[config.mk]
export PLATFORM = sky130hd
export DESIGN_NAME = limit_irq_unit
export DESIGN_NICKNAME = d
export VERILOG_FILES = /design/src/rtl/limit_irq_pkg.sv /design/src/rtl/limit_reg_seq.sv /design/src/rtl/limit_chan_cmp.sv /design/src/rtl/flag_bank.sv /design/src/rtl/limit_irq_unit.sv
export SDC_FILE = /design/constraint.sdc
export NUM_CORES = 1
export LEC_CHECK = 0
export ABC_CLOCK_PERIOD_IN_PS = 1900
export BUFFER_PORTS_ARGS = -buffer_cell sky130_fd_sc_hd__buf_4
export CORE_UTILIZATION = 44
export CTS_CLUSTER_SIZE = 8
export DETAILED_ROUTE_END_ITERATION = 7
export GPL_TIMING_DRIVEN = 0
export PLACE_DENSITY = 0.6
export SLEW_MARGIN = 20
export SYNTH_ARGS = -nofsm -noshare
export SYNTH_HDL_FRONTEND = slang
export SYNTH_SLANG_ARGS = --single-unit
[constraint.sdc]
create_clock -name clk -period 1.9 [get_ports clk]
set_input_delay 0.19 -clock clk [delete_from_list [all_inputs] [get_ports clk]]
set_output_delay 0.19 -clock clk [all_outputs]
set_load 0.01 [all_outputs]
[src/rtl/limit_irq_pkg.sv]
// Shared types for the limit comparator interrupt unit.
package limit_irq_pkg;
    // Phase of the two-byte limit write sequence.
    typedef enum logic [1:0] {
        WR_IDLE  = 2'd0,
        WR_UPPER = 2'd1,
        WR_LOWER = 2'd2
    } wr_phase_t;
endpackage

[src/rtl/limit_reg_seq.sv]
// Limit register file with a byte sequencer.
// A command selects a channel. The next byte loads that channel's upper
// limit and the byte after it loads the lower limit. Other bytes are dropped.
// Assumes command and data strobes are single-cycle pulses from the bus logic.
module limit_reg_seq
    import limit_irq_pkg::*;
#(
    parameter int NUM_CH  = 4,
    parameter int LIMIT_W = 8,
    localparam int CH_W   = (NUM_CH > 1) ? $clog2(NUM_CH) : 1
) (
    input  logic                      clk,
    input  logic                      rst_n,
    input  logic                      cmd_i,
    input  logic [CH_W-1:0]           ch_i,
    input  logic                      byte_vld_i,
    input  logic [LIMIT_W-1:0]        byte_i,
    output logic [NUM_CH*LIMIT_W-1:0] upper_o,
    output logic [NUM_CH*LIMIT_W-1:0] lower_o
);
    wr_phase_t       phase_q;
    logic [CH_W-1:0] ch_q;

    // Track which byte of the write sequence is expected next.
    always_ff @(posedge clk) begin
        if (!rst_n) begin
            phase_q <= WR_IDLE;
            ch_q    <= '0;
        end else if (cmd_i) begin
            phase_q <= WR_UPPER;
            ch_q    <= ch_i;
        end else if (byte_vld_i) begin
            case (phase_q)
                WR_UPPER: phase_q <= WR_LOWER;
                default:  phase_q <= WR_IDLE;
            endcase
        end
    end

    for (genvar c = 0; c < NUM_CH; c++) begin : g_lim
        // Load this channel's limits when its byte comes up.
        always_ff @(posedge clk) begin
            if (!rst_n) begin
                upper_o[c*LIMIT_W +: LIMIT_W] <= '0;
                lower_o[c*LIMIT_W +: LIMIT_W] <= '0;
            end else if (!cmd_i && byte_vld_i && ch_q == CH_W'(c)) begin
                if (phase_q == WR_UPPER)
                    upper_o[c*LIMIT_W +: LIMIT_W] <= byte_i;
                else if (phase_q == WR_LOWER)
                    lower_o[c*LIMIT_W +: LIMIT_W] <= byte_i;
            end
        end
    end

    // an upper byte always moves the sequence on to the lower byte
    a_r8_upper_then_lower: assert property (@(posedge clk) disable iff (!rst_n)
        (byte_vld_i && !cmd_i && phase_q == WR_UPPER) |=> (phase_q == WR_LOWER));
    // a command always restarts the sequence at the upper byte
    a_r8_cmd_restarts: assert property (@(posedge clk) disable iff (!rst_n)
        cmd_i |=> (phase_q == WR_UPPER));
endmodule

[src/rtl/limit_chan_cmp.sv]
// Window comparator for one channel.
// To compare only the top LIMIT_W sample bits, it compares the whole sample
// with the limit padded by ones (upper test) or zeros (lower test).
// A result is produced only while the channel's sample strobe is high.
module limit_chan_cmp #(
    parameter int SAMPLE_W = 10,
    parameter int LIMIT_W  = 8,
    localparam int PAD_W   = SAMPLE_W - LIMIT_W
) (
    input  logic                clk,
    input  logic                rst_n,
    input  logic [SAMPLE_W-1:0] sample_i,
    input  logic                vld_i,
    input  logic [LIMIT_W-1:0]  upper_i,
    input  logic [LIMIT_W-1:0]  lower_i,
    output logic                hi_set_o,
    output logic                lo_set_o,
    output logic                hi_en_o,
    output logic                lo_en_o
);
    logic [SAMPLE_W-1:0] upper_pad;
    logic [SAMPLE_W-1:0] lower_pad;

    // Widen the limits so the whole sample can be compared directly.
    always_comb begin
        upper_pad = {upper_i, {PAD_W{1'b1}}};
        lower_pad = {lower_i, {PAD_W{1'b0}}};
    end

    // Detect excursions on a valid sample; a zero limit masks only the interrupt.
    always_comb begin
        hi_set_o = vld_i && (sample_i > upper_pad);
        lo_set_o = vld_i && (sample_i < lower_pad);
        hi_en_o  = (upper_i != '0);
        lo_en_o  = (lower_i != '0);
    end

    // a zero lower limit can never report a low excursion
    a_r3_zero_lower_silent: assert property (@(posedge clk) disable iff (!rst_n)
        (lower_i == '0) |-> !lo_set_o);
endmodule

[src/rtl/flag_bank.sv]
// Sticky flag register with clear-on-read.
// A read clears every bit at the edge. A set in the same cycle wins over
// the clear, so no event is lost.
module flag_bank #(
    parameter int NUM_FLAGS = 8
) (
    input  logic                 clk,
    input  logic                 rst_n,
    input  logic [NUM_FLAGS-1:0] set_i,
    input  logic                 rd_i,
    output logic [NUM_FLAGS-1:0] flags_o
);
    // Accumulate flag events and drop the old ones on a read.
    always_ff @(posedge clk) begin
        if (!rst_n)
            flags_o <= '0;
        else
            flags_o <= (rd_i ? '0 : flags_o) | set_i;
    end

    // a read with no new event leaves every flag clear
    a_r5_clear_on_read: assert property (@(posedge clk) disable iff (!rst_n)
        (rd_i && set_i == '0) |=> (flags_o == '0));
    // every event shows up after its edge, read or not
    a_r6_event_kept: assert property (@(posedge clk) disable iff (!rst_n)
        (set_i != '0) |=> ((flags_o & $past(set_i)) == $past(set_i)));
    // without a read, flags never drop
    a_r4_sticky: assert property (@(posedge clk) disable iff (!rst_n)
        !rd_i |=> ((flags_o & $past(flags_o)) == $past(flags_o)));
endmodule

[src/rtl/limit_irq_unit.sv]
// Windowed limit comparator interrupt unit (top).
// Holds per-channel upper and lower limits and checks each valid sample
// against them. Sticky flags are kept in an interleaved byte: bit 2c is the
// low flag and bit 2c+1 the high flag of channel c. The unit asks the pad to
// pull the shared active-low interrupt line low while any flag with a
// non-zero limit is set. Assumes the pad provides the open-drain behaviour.
module limit_irq_unit #(
    parameter int NUM_CH   = 4,
    parameter int SAMPLE_W = 10,
    parameter int LIMIT_W  = 8,
    localparam int CH_W    = (NUM_CH > 1) ? $clog2(NUM_CH) : 1,
    localparam int FLAG_W  = 2 * NUM_CH
) (
    input  logic                       clk,
    input  logic                       rst_n,
    input  logic [NUM_CH*SAMPLE_W-1:0] sample_i,
    input  logic [NUM_CH-1:0]          sample_vld_i,
    input  logic                       lim_cmd_i,
    input  logic [CH_W-1:0]            lim_ch_i,
    input  logic                       lim_byte_vld_i,
    input  logic [LIMIT_W-1:0]         lim_byte_i,
    input  logic                       flag_rd_i,
    output logic [FLAG_W-1:0]          flags_o,
    output logic                       irq_pull_o
);
    logic [NUM_CH*LIMIT_W-1:0] upper;
    logic [NUM_CH*LIMIT_W-1:0] lower;
    logic [FLAG_W-1:0]         set_vec;
    logic [FLAG_W-1:0]         en_vec;

    limit_reg_seq #(.NUM_CH(NUM_CH), .LIMIT_W(LIMIT_W)) u_regs (
        .clk        (clk),
        .rst_n      (rst_n),
        .cmd_i      (lim_cmd_i),
        .ch_i       (lim_ch_i),
        .byte_vld_i (lim_byte_vld_i),
        .byte_i     (lim_byte_i),
        .upper_o    (upper),
        .lower_o    (lower)
    );

    for (genvar c = 0; c < NUM_CH; c++) begin : g_ch
        limit_chan_cmp #(.SAMPLE_W(SAMPLE_W), .LIMIT_W(LIMIT_W)) u_cmp (
            .clk      (clk),
            .rst_n    (rst_n),
            .sample_i (sample_i[c*SAMPLE_W +: SAMPLE_W]),
            .vld_i    (sample_vld_i[c]),
            .upper_i  (upper[c*LIMIT_W +: LIMIT_W]),
            .lower_i  (lower[c*LIMIT_W +: LIMIT_W]),
            .hi_set_o (set_vec[2*c+1]),
            .lo_set_o (set_vec[2*c]),
            .hi_en_o  (en_vec[2*c+1]),
            .lo_en_o  (en_vec[2*c])
        );

        // a flag can only rise after its channel delivered a valid sample
        a_r9_rise_needs_lo_sample: assert property (@(posedge clk) disable iff (!rst_n)
            $rose(flags_o[2*c]) |-> $past(sample_vld_i[c]));
        a_r9_rise_needs_hi_sample: assert property (@(posedge clk) disable iff (!rst_n)
            $rose(flags_o[2*c+1]) |-> $past(sample_vld_i[c]));
    end

    flag_bank #(.NUM_FLAGS(FLAG_W)) u_flags (
        .clk     (clk),
        .rst_n   (rst_n),
        .set_i   (set_vec),
        .rd_i    (flag_rd_i),
        .flags_o (flags_o)
    );

    // Request the line pull-down for any enabled pending flag.
    always_comb irq_pull_o = |(flags_o & en_vec);

    // the interrupt is never requested with no flag pending
    a_r7_irq_has_cause: assert property (@(posedge clk) disable iff (!rst_n)
        irq_pull_o |-> (flags_o != '0));
endmodule

==> results of run 1 <==
[layout make-up]
type | count | area [um^2] | area share [%]
Multi-Input combinational cell | 406 | 2840 | 50.8
Sequential cell | 76 | 1530 | 27.3
Timing Repair Buffer | 60 | 450 | 8.07
Inverter | 61 | 229 | 4.10
Tap cell | 136 | 170 | 3.05
Clock buffer | 11 | 151 | 2.71
Buffer | 29 | 135 | 2.42
Clock inverter | 5 | 82.6 | 1.48
[cells in the final DEF, fill, tap and decap left out]
| cell type | count |
|---|---|
| sky130_fd_sc_hd__nor4_1 | 9 |
| sky130_fd_sc_hd__buf_2 | 6 |
| sky130_fd_sc_hd__a22oi_1 | 2 |
| sky130_fd_sc_hd__a21o_1 | 4 |
| sky130_fd_sc_hd__inv_6 | 1 |
| sky130_fd_sc_hd__dfxtp_2 | 3 |
| sky130_fd_sc_hd__nor2_1 | 1 |
| sky130_fd_sc_hd__nor2b_1 | 36 |
| sky130_fd_sc_hd__and3_1 | 6 |
| sky130_fd_sc_hd__clkbuf_1 | 17 |
| sky130_fd_sc_hd__nor3b_1 | 1 |
| sky130_fd_sc_hd__a31oi_1 | 5 |
| sky130_fd_sc_hd__nand2_1 | 77 |
| sky130_fd_sc_hd__mux2i_1 | 19 |
| sky130_fd_sc_hd__inv_1 | 61 |
| sky130_fd_sc_hd__a221oi_1 | 4 |
| sky130_fd_sc_hd__nand2b_1 | 9 |
| sky130_fd_sc_hd__a21boi_0 | 38 |
| sky130_fd_sc_hd__nor4bb_1 | 1 |
| sky130_fd_sc_hd__and4bb_1 | 1 |
| sky130_fd_sc_hd__bufinv_16 | 2 |
| sky130_fd_sc_hd__o21a_1 | 1 |
| sky130_fd_sc_hd__ha_1 | 60 |
| sky130_fd_sc_hd__clkinv_2 | 1 |
| sky130_fd_sc_hd__a22oi_2 | 2 |
| sky130_fd_sc_hd__buf_6 | 1 |
| sky130_fd_sc_hd__clkinv_4 | 1 |
| sky130_fd_sc_hd__nand4_1 | 14 |
| sky130_fd_sc_hd__o21ai_0 | 16 |
| sky130_fd_sc_hd__buf_4 | 63 |
| sky130_fd_sc_hd__dfxtp_1 | 73 |
| sky130_fd_sc_hd__o31a_1 | 1 |
| sky130_fd_sc_hd__clkbuf_8 | 11 |
| sky130_fd_sc_hd__nand3_1 | 56 |
| sky130_fd_sc_hd__buf_1 | 2 |
| sky130_fd_sc_hd__a21boi_1 | 10 |
| sky130_fd_sc_hd__a21oi_1 | 23 |
| sky130_fd_sc_hd__nor4_2 | 7 |
| sky130_fd_sc_hd__o41a_1 | 3 |
[synthesized netlist by cell type, drive strengths merged]
cell    count
a31oi       5
o31a        1
nand2b      9
a22oi       4
buf        12
nor3b       1
a21oi      23
nand2      77
a21o        4
dfxtp      76
a221oi      4
and3        6
a21boi     48
clkbuf     17
nor2b      36
and4bb      1
o21ai      16
inv        61
nor4       16
mux2i      19
o21a        1
ha         60
o41a        3
nor2        1
nor4bb      1
nand4      14
nand3      56
[what timing repair did]
item	CTS	global route
setup buffers	0	1
setup endpoints to repair	1	1
resized for setup	4	8
pin swaps	3	9
[stage by stage]
step                      hold slack, ps  total power, mW
after detailed placement             427             2.14
final                               40.8             3.57
after CTS                           34.8             3.59
after global placement               420             2.13
after global routing                46.0             3.72
after floorplan                      266             1.92
[power by group through the flow]
stage          sequential, mW  clock [mW]  combinational [mW]
6_report                 1.64        1.46               0.473
5_1_grt                  1.64        1.55               0.528
4_1_cts                  1.64        1.48               0.473
3_5_place_dp             1.67           0               0.469
3_3_place_gp             1.67           0               0.455
2_1_floorplan            1.67           0               0.254
[routing by layer]
layer  track usage (%)  vias to the layer above  share of wire [%]
met3              2.62                       15                5.2
met2              37.7                      114                 45
li1                  -                     2123                  -
met5                 0                        -                  0
met4              9.36                        0                1.5
met1              32.4                     1920                 49
[cells by family after synthesis]
kind of cell,share of synthesized area [%]
simple gates,23.8
compound gates,15.7
buf+inv,7.80
flops,32.6
fa+ha+maj,16.1
mux,4.07
[state kept, by name, indices dropped and copies added (netlist names)]
name	flops
u_regs.ch_q	2
u_regs.upper_o	32
u_flags.flags_o	8
u_regs.phase_q	2
u_regs.lower_o	32
[critical path: stages, from the launching register on]
cell                      delay, ps
sky130_fd_sc_hd__dfxtp_2        340
sky130_fd_sc_hd__nor4_2         280
sky130_fd_sc_hd__nand2_1        110
sky130_fd_sc_hd__a22oi_2        240
sky130_fd_sc_hd__nand4_1        180
sky130_fd_sc_hd__buf_4          190
[worst min-delay path by stage]
| stage | start | end | depth (start not counted) |
|---|---|---|---|
| finish | lim_cmd_i | u_regs.phase_q[1] | 2 |
| global route | lim_cmd_i | u_regs.phase_q[1] | 2 |
| CTS | lim_cmd_i | u_regs.phase_q[1] | 2 |
| detailed placement | lim_cmd_i | u_regs.phase_q[1] | 2 |
| global placement | lim_cmd_i | u_regs.phase_q[1] | 2 |
| floorplan | lim_cmd_i | u_regs.phase_q[1] | 1 |
==> impl_metrics.toml, run 1 <==
[clock_tree]
total_cts_buffers = 9
clkTransAtPathRegs_ps = 80
ctsHtreeMaxLevel = 3
hold_buf_cts = 0
clockBufferDepth = 2
cts_tree = "built"
clock_insertion_delay_worst_skew_ps = 370
number_of_clock_sinks = 76
cts.root.buffer_cell = "sky130_fd_sc_hd__clkbuf_8"

[power]
ir_drop_uv = 344
power.switching_fraction_pct = 25.7
power.share.sequential_pct = 45.9
power_switching_mw = 0.918
power.share.clock_pct = 40.9
p_leak_nw = 2.06
power.share.combinational_pct = 13.2
power.density_cell_area_nw_per_um2 = 639
p_int_mw = 2.65

[routing]
drt_pre_antenna_iters = 5
drt-vias-per-instance = 5.32
drt-wirelength-per-cell_um = 15.8
post-route-drc-count = 0
ant_nets = 0
num_vias = 4172
finalWirelength_mm = 12.4
initialDrtViolationCount = 176

[sta]
timing.final.hold_violations = 0
setup_repair_after_global_routing_missed_its_margin = "true"
fmax_mhz = 526
final_period_minus_worst_setup_slack_ps = 1900
tightestPinTransition_ps = 664
maxSlewHeadroom_pct = 55.8
final.period_utilization_pct = 100
finalSetupTns_ps = -0.863
timing.final.max_slew_violations = 0
skew_ps = 10.5
layout_setup_ws_ps = -0.863
setup_viol = 1

[critical_path]
crit_path_start = "u_regs.lower_o[19]"
reg2reg_slack_ps = 250
crit_end = "irq_pull_o"
critical_path.reg2reg.endpoint = "u_regs.lower_o[0]"
timing.critical_path.from_type = "register"
cp-end-kind = "primary output"
reg2reg_depth = 4
required_ps = 1710
worst_r2r_startpoint = "u_regs.ch_q[1]"
path_max_fanout = 3
timing_worst_setup_path_type = "register to primary output"
cp_data_arrival_time_ps = 1710

[finish]
finish.utilization_pct = 54.1
post_route_cells_drive_above_1_share_pct = 15.1
finish.net_count = 762
antenna-diode-count = 0
design_area_um2 = 5580
fill_cells = 1013
syn2layout_area_growth_pct = 19.5
post_layout_nonfiller_instances = 784

[floorplan]
fp-row-count = 37
placeableCoreArea_um2 = 10300
initial_standard_cell_utilization_of_the_core_pct = 45.2
fp.dieArea_um2 = 11000
fp.dieW_um = 105
io_pins = 68
vertical_extent_of_the_die_um = 105

[run]
max_capacitance_violation_count = 0

[yosys]
synth_top_cells_by_area = "sky130_fd_sc_hd__dfxtp_1 (33%), sky130_fd_sc_hd__ha_1 (16%), sky130_fd_sc_hd__nand2_1 (6.2%)"
synth_seq_cells = 76
post-synth-top-area-fraction_pct = 32.6
postSynthNetCount = 691
synth.largest_area_cell = "sky130_fd_sc_hd__dfxtp_1"
synth-seq-area-share_pct = 32.6
post_synth_inst_count = 572
yosys.cell_types.count = 31
synth.cell_area_um2 = 4670
postSynthAreaPerCell_um2 = 8.16
synth.yosys.warnings = 0

[placement]
gp_congestion = 0.764
placed_area_um2 = 5280
dpl_cells = 767
dp_slack_ps = 276
hpwl_mm = 9.54
port_buffer_count = 59

[min_path]
min_path_type = "primary input to register"

[global_route]
grt_pass1_vias = 3977
number_of_antenna_violations_at_the_first_check_in_global_routing = 0
grt_usage_pct = 23.6
grt_start_max_net_pins = 14
wire_length_of_the_first_global_routing_pass_mm = 20.0
grt_overflow_total = 0

[status]
violations = "setup timing"
outcome = "finished, violations left"
No activity file was read; power rests on OpenSTA's default activity.
==> run 2, diff against run 1 <==
- ABC_CLOCK_PERIOD_IN_PS: 1900 -> 2390
- clock period: 1.9 -> 2.39 ns (I/O delays scaled with it)
==> impl_metrics.toml, run 2 (same netlist as run 1, synthesis figures left out) <==
[status]
outcome = "completed"

[floorplan]
io_pins = 68
fp.dieArea_um2 = 11000
fp.dieW_um = 105
placeableCoreArea_um2 = 10300
vertical_extent_of_the_die_um = 105
fp-row-count = 37
initial_standard_cell_utilization_of_the_core_pct = 45.2

[sta]
holdWs_ps = 87.0
setup_viol = 0
setup_repair_after_global_routing_missed_its_margin = "false"
skew_ps = 10.6
tightestPinTransition_ps = 667
fmax_mhz = 484
timing.final.max_slew_violations = 0
layout_setup_ws_ps = 326
finalSetupTns_ps = 0
maxSlewHeadroom_pct = 55.5
timing.final.hold_violations = 0
final.period_utilization_pct = 86.4
final_period_minus_worst_setup_slack_ps = 2060

[critical_path]
cp-end-kind = "primary output"
timing_worst_setup_path_type = "register to primary output"
required_ps = 2150
timing.critical_path.from_type = "register"
timing.critical_path.max_delay_family = "simple AND/OR/NAND/NOR gates"
cp_cell_sequence = "nor4_1 -> nand2_1 -> a22oi_1 -> nand4_1 -> buf_4"
cp.buffers_inverters = 1
reg2reg_slack_ps = 720
reg2reg_depth = 4
path_max_fanout = 3
crit_path_start = "u_regs.lower_o[16]"
critical_path.reg2reg.endpoint = "u_regs.lower_o[0]"
cp_slowest_stage_delay_ps = 340
cell_type_of_the_slowest_stage_on_the_worst_timing_path = "sky130_fd_sc_hd__dfxtp_1"
worst_r2r_startpoint = "u_regs.ch_q[1]"
cp_data_arrival_time_ps = 1830

[clock_tree]
clock_insertion_delay_worst_skew_ps = 370
clkTransAtPathRegs_ps = 90
cts_tree = "built"
cts_setup_buffers = 0
cts_resized = 0
cts.root.buffer_cell = "sky130_fd_sc_hd__clkbuf_8"
ctsHtreeMaxLevel = 3
clockBufferDepth = 2
number_of_clock_sinks = 76
total_cts_buffers = 9
hold_buf_cts = 0

[routing]
ant_nets = 0
finalWirelength_mm = 12.4
initialDrtViolationCount = 203
post-route-drc-count = 0
num_vias = 4182
drt-vias-per-instance = 5.34
drt-wirelength-per-cell_um = 15.8
drt_pre_antenna_iters = 4

[run]
max_capacitance_violation_count = 0

[global_route]
grt_pass1_vias = 3976
number_of_antenna_violations_at_the_first_check_in_global_routing = 0
wire_length_of_the_first_global_routing_pass_mm = 20.0
grt_overflow_total = 0
grt_usage_pct = 23.6
grt_start_max_net_pins = 14

[finish]
design_area_um2 = 5520
antenna-diode-count = 0
syn2layout_area_growth_pct = 18.1
most-common-layout-cells = "sky130_fd_sc_hd__nand2_1 (77), sky130_fd_sc_hd__dfxtp_1 (76), sky130_fd_sc_hd__buf_4 (62), sky130_fd_sc_hd__inv_1 (61), sky130_fd_sc_hd__ha_1 (60)"
post_route_cells_drive_above_1_share_pct = 13.1
fill_cells = 1019
reg_top3 = "u_regs.lower_o (32), u_regs.upper_o (32), u_flags.flags_o (8)"
finish.net_count = 761
layout.cells.most_common = "sky130_fd_sc_hd__nand2_1"

[placement]
gp_congestion = 0.764
hpwl_mm = 9.54
placed_area_um2 = 5280
dp_slack_ps = 749
port_buffer_count = 59

[min_path]
hold-path-endpoint = "u_regs.phase_q[1]"
hold_depth = 2
worstHoldStart = "lim_cmd_i"
min_path_type = "primary input to register"

[power]
power.switching_fraction_pct = 25.8
power.share.clock_pct = 41.0
power.share.combinational_pct = 13.2
power_switching_mw = 0.731
ir_drop_uv = 270
p_leak_nw = 2.05
power.share.sequential_pct = 45.8
finalPower_mw = 2.84
power.density_cell_area_nw_per_um2 = 514
p_int_mw = 2.11
## run 2: power groups by stage
stage	combinational [mW]	clock, mW	sequential [mW]
detailed placement	0.373	0	1.33
finish	0.374	1.16	1.30
floorplan	0.202	0	1.33
global route	0.418	1.23	1.30
global placement	0.362	0	1.33
CTS	0.376	1.18	1.30
## run 2: routing by layer
layer  global-route usage, %  share of wire [%]  vias up
li1                        -                  -     2122
met1                    32.4                 49     1928
met2                    37.7                 45      115
met3                    2.62                5.2       17
met4                    9.36                1.6        0
met5                       0                  0        -
## run 2: worst reg2reg max path: cells and delay by family (launching register included)
family | cells | cell delay [ps]
simple gates | 2 | 630
flops | 1 | 380
buf+inv | 1 | 390
compound gates | 1 | 190
## run 2: worst max-delay path by stage
stage / end / slack (ps) / cells after the start
3_3_place_gp: irq_pull_o / 760 / 5
4_1_cts: irq_pull_o / 340 / 5
3_5_place_dp: irq_pull_o / 750 / 5
2_1_floorplan: u_regs.lower_o[24] / 980 / 6
6_report: irq_pull_o / 330 / 5
5_1_grt: irq_pull_o / 240 / 5
## run 2: area by class of cell
cell class	count	area (um^2)	area share, %
Clock inverter	5	82.6	1.50
Tap cell	136	170	3.09
Clock buffer	11	151	2.75
Multi-Input combinational cell	406	2780	50.5
Inverter	61	229	4.15
Timing Repair Buffer	59	443	8.03
Buffer	29	135	2.45
Sequential cell	76	1520	27.6
## run 2: through the flow
stage | utilization [%] | cells
6_report | 53.4 | 783
3_5_place_dp | 51.2 | 767
4_1_cts | 53.4 | 783
5_1_grt | 53.4 | 783
3_3_place_gp | 51.2 | 767
2_1_floorplan | - | 572
==> run 3, diff against run 2 <==
- ABC_CLOCK_PERIOD_IN_PS: 2390 -> 2400
- RECOVER_POWER: default -> 25
- clock period: 2.39 -> 2.4 ns (I/O delays scaled with it)
==> impl_metrics.toml, run 3 (same netlist as run 1, synthesis figures left out) <==
[status]
outcome = "completed"

[placement]
hpwl_mm = 9.54
dp_slack_ps = 758
gp_congestion = 0.764
port_buffer_count = 59
placed_area_um2 = 5280
dpl_cells = 767

[finish]
most-common-layout-cells = "sky130_fd_sc_hd__nand2_1 (77), sky130_fd_sc_hd__dfxtp_1 (76), sky130_fd_sc_hd__inv_1 (61), sky130_fd_sc_hd__ha_1 (60), sky130_fd_sc_hd__nand3_1 (56)"
post_layout_nonfiller_instances = 783
design_area_um2 = 5480
fill_cells = 1026
syn2layout_area_growth_pct = 17.4
antenna-diode-count = 0
layout.cells.most_common = "sky130_fd_sc_hd__nand2_1"
finish.net_count = 761
reg_top3 = "u_regs.lower_o (32), u_regs.upper_o (32), u_flags.flags_o (8)"
post_route_cells_drive_above_1_share_pct = 11.6

[routing]
finalWirelength_mm = 12.4
drt_pre_antenna_iters = 5
drt-wirelength-per-cell_um = 15.8
post-route-drc-count = 0
ant_nets = 0
initialDrtViolationCount = 224
drt-vias-per-instance = 5.34
num_vias = 4184

[sta]
tightestPinTransition_ps = 655
fmax_mhz = 483
finalSetupTns_ps = 0
skew_ps = 10.2
timing.final.hold_violations = 0
final_period_minus_worst_setup_slack_ps = 2070
final.period_utilization_pct = 86.3
layout_setup_ws_ps = 329
setup_viol = 0
setup_repair_after_global_routing_missed_its_margin = "false"
maxSlewHeadroom_pct = 56.3
timing.final.max_slew_violations = 0

[critical_path]
cell_type_of_the_slowest_stage_on_the_worst_timing_path = "sky130_fd_sc_hd__dfxtp_1"
cp-end-kind = "primary output"
crit_path_start = "u_regs.lower_o[16]"
required_ps = 2160
reg2reg_slack_ps = 670
cp_slowest_stage_delay_ps = 340
timing.critical_path.from_type = "register"
reg2reg_depth = 5
cp_cell_sequence = "nor4_1 -> nand2_1 -> a22oi_1 -> nand4_1 -> buf_4"
timing_worst_setup_path_type = "register to primary output"
cp_data_arrival_time_ps = 1830
path_max_fanout = 3
worst_r2r_startpoint = "u_regs.ch_q[1]"
critical_path.reg2reg.endpoint = "u_regs.lower_o[19]"

[clock_tree]
ctsHtreeMaxLevel = 3
number_of_clock_sinks = 76
total_cts_buffers = 9
clockBufferDepth = 2
cts_resized = 0
clock_insertion_delay_worst_skew_ps = 370
cts_setup_buffers = 0
cts.root.buffer_cell = "sky130_fd_sc_hd__clkbuf_8"
cts_tree = "built"
hold_buf_cts = 0
clkTransAtPathRegs_ps = 80

[floorplan]
io_pins = 68
vertical_extent_of_the_die_um = 105
fp.dieW_um = 105
initial_standard_cell_utilization_of_the_core_pct = 45.2
fp-row-count = 37
placeableCoreArea_um2 = 10300
fp.dieArea_um2 = 11000

[global_route]
grt_start_max_net_pins = 14
number_of_antenna_violations_at_the_first_check_in_global_routing = 0
wire_length_of_the_first_global_routing_pass_mm = 20.0
grt_pass1_vias = 3976
grt_overflow_total = 0
grt_usage_pct = 23.6

[run]
max_capacitance_violation_count = 0

[power]
power.density_cell_area_nw_per_um2 = 514
ir_drop_uv = 268
p_leak_nw = 2.01

[min_path]
worstHoldStart = "lim_cmd_i"
min_path_type = "primary input to register"
hold_depth = 2
hold-path-endpoint = "u_regs.phase_q[1]"
-- run 3: cell count changes in the layout (fill, tap and decap cells not counted), sizes merged --
cell and change:
clkbuf +10, buf -10
-- run 3: through the flow --
| stage | hold slack, ps | util (%) | power (mW) |
|---|---|---|---|
| floorplan | 316 | - | 1.52 |
| global placement | 466 | 51.2 | 1.68 |
| detailed placement | 469 | 51.2 | 1.70 |
| CTS | 84.8 | 53.4 | 2.84 |
| global route | 96.0 | 53.1 | 2.94 |
| finish | 87.4 | 53.1 | 2.82 |
-- run 3: cell type report --
type | instances | area, um^2 | share of cell area (%)
buffer | 29 | 134 | 2.44
inverter | 61 | 229 | 4.18
clock inverter | 5 | 82.6 | 1.51
multi-input combinational | 406 | 2780 | 50.8
clock buffer | 11 | 151 | 2.76
sequential | 76 | 1520 | 27.8
tap | 136 | 170 | 3.11
timing repair buffer | 59 | 409 | 7.47
-- run 3: how the worst max path moves through the flow --
stage	to	slack [ps]
after floorplan	u_regs.lower_o[24]	990
after global placement	irq_pull_o	770
after detailed placement	irq_pull_o	760
after CTS	irq_pull_o	350
after global routing	irq_pull_o	250
final	irq_pull_o	330
-- run 3: layer usage --
layer	routed length (um)	vias to the layer above	share of wire (%)	track usage (%)
met3	576	15	4.6	2.62
met4	194	0	1.6	9.36
li1	-	2122	-	-
met2	5560	108	45	37.7
met1	6060	1939	49	32.4
met5	0	-	0	0
-- run 3: critical path, delay by kind of cell, from the launching register on --
kind                   cells  cell delay [ps]
flip-flops                 1              340
AND/OR/NAND/NOR            3              630
buffers and inverters      1              190
AO/OA/AOI/OAI              1              310
-- run 3: where the power goes --
group	switching, mW	internal (mW)	total (mW)
Combinational	0.198	0.168	0.366
Sequential	0.0183	1.28	1.29
Clock	0.511	0.646	1.16
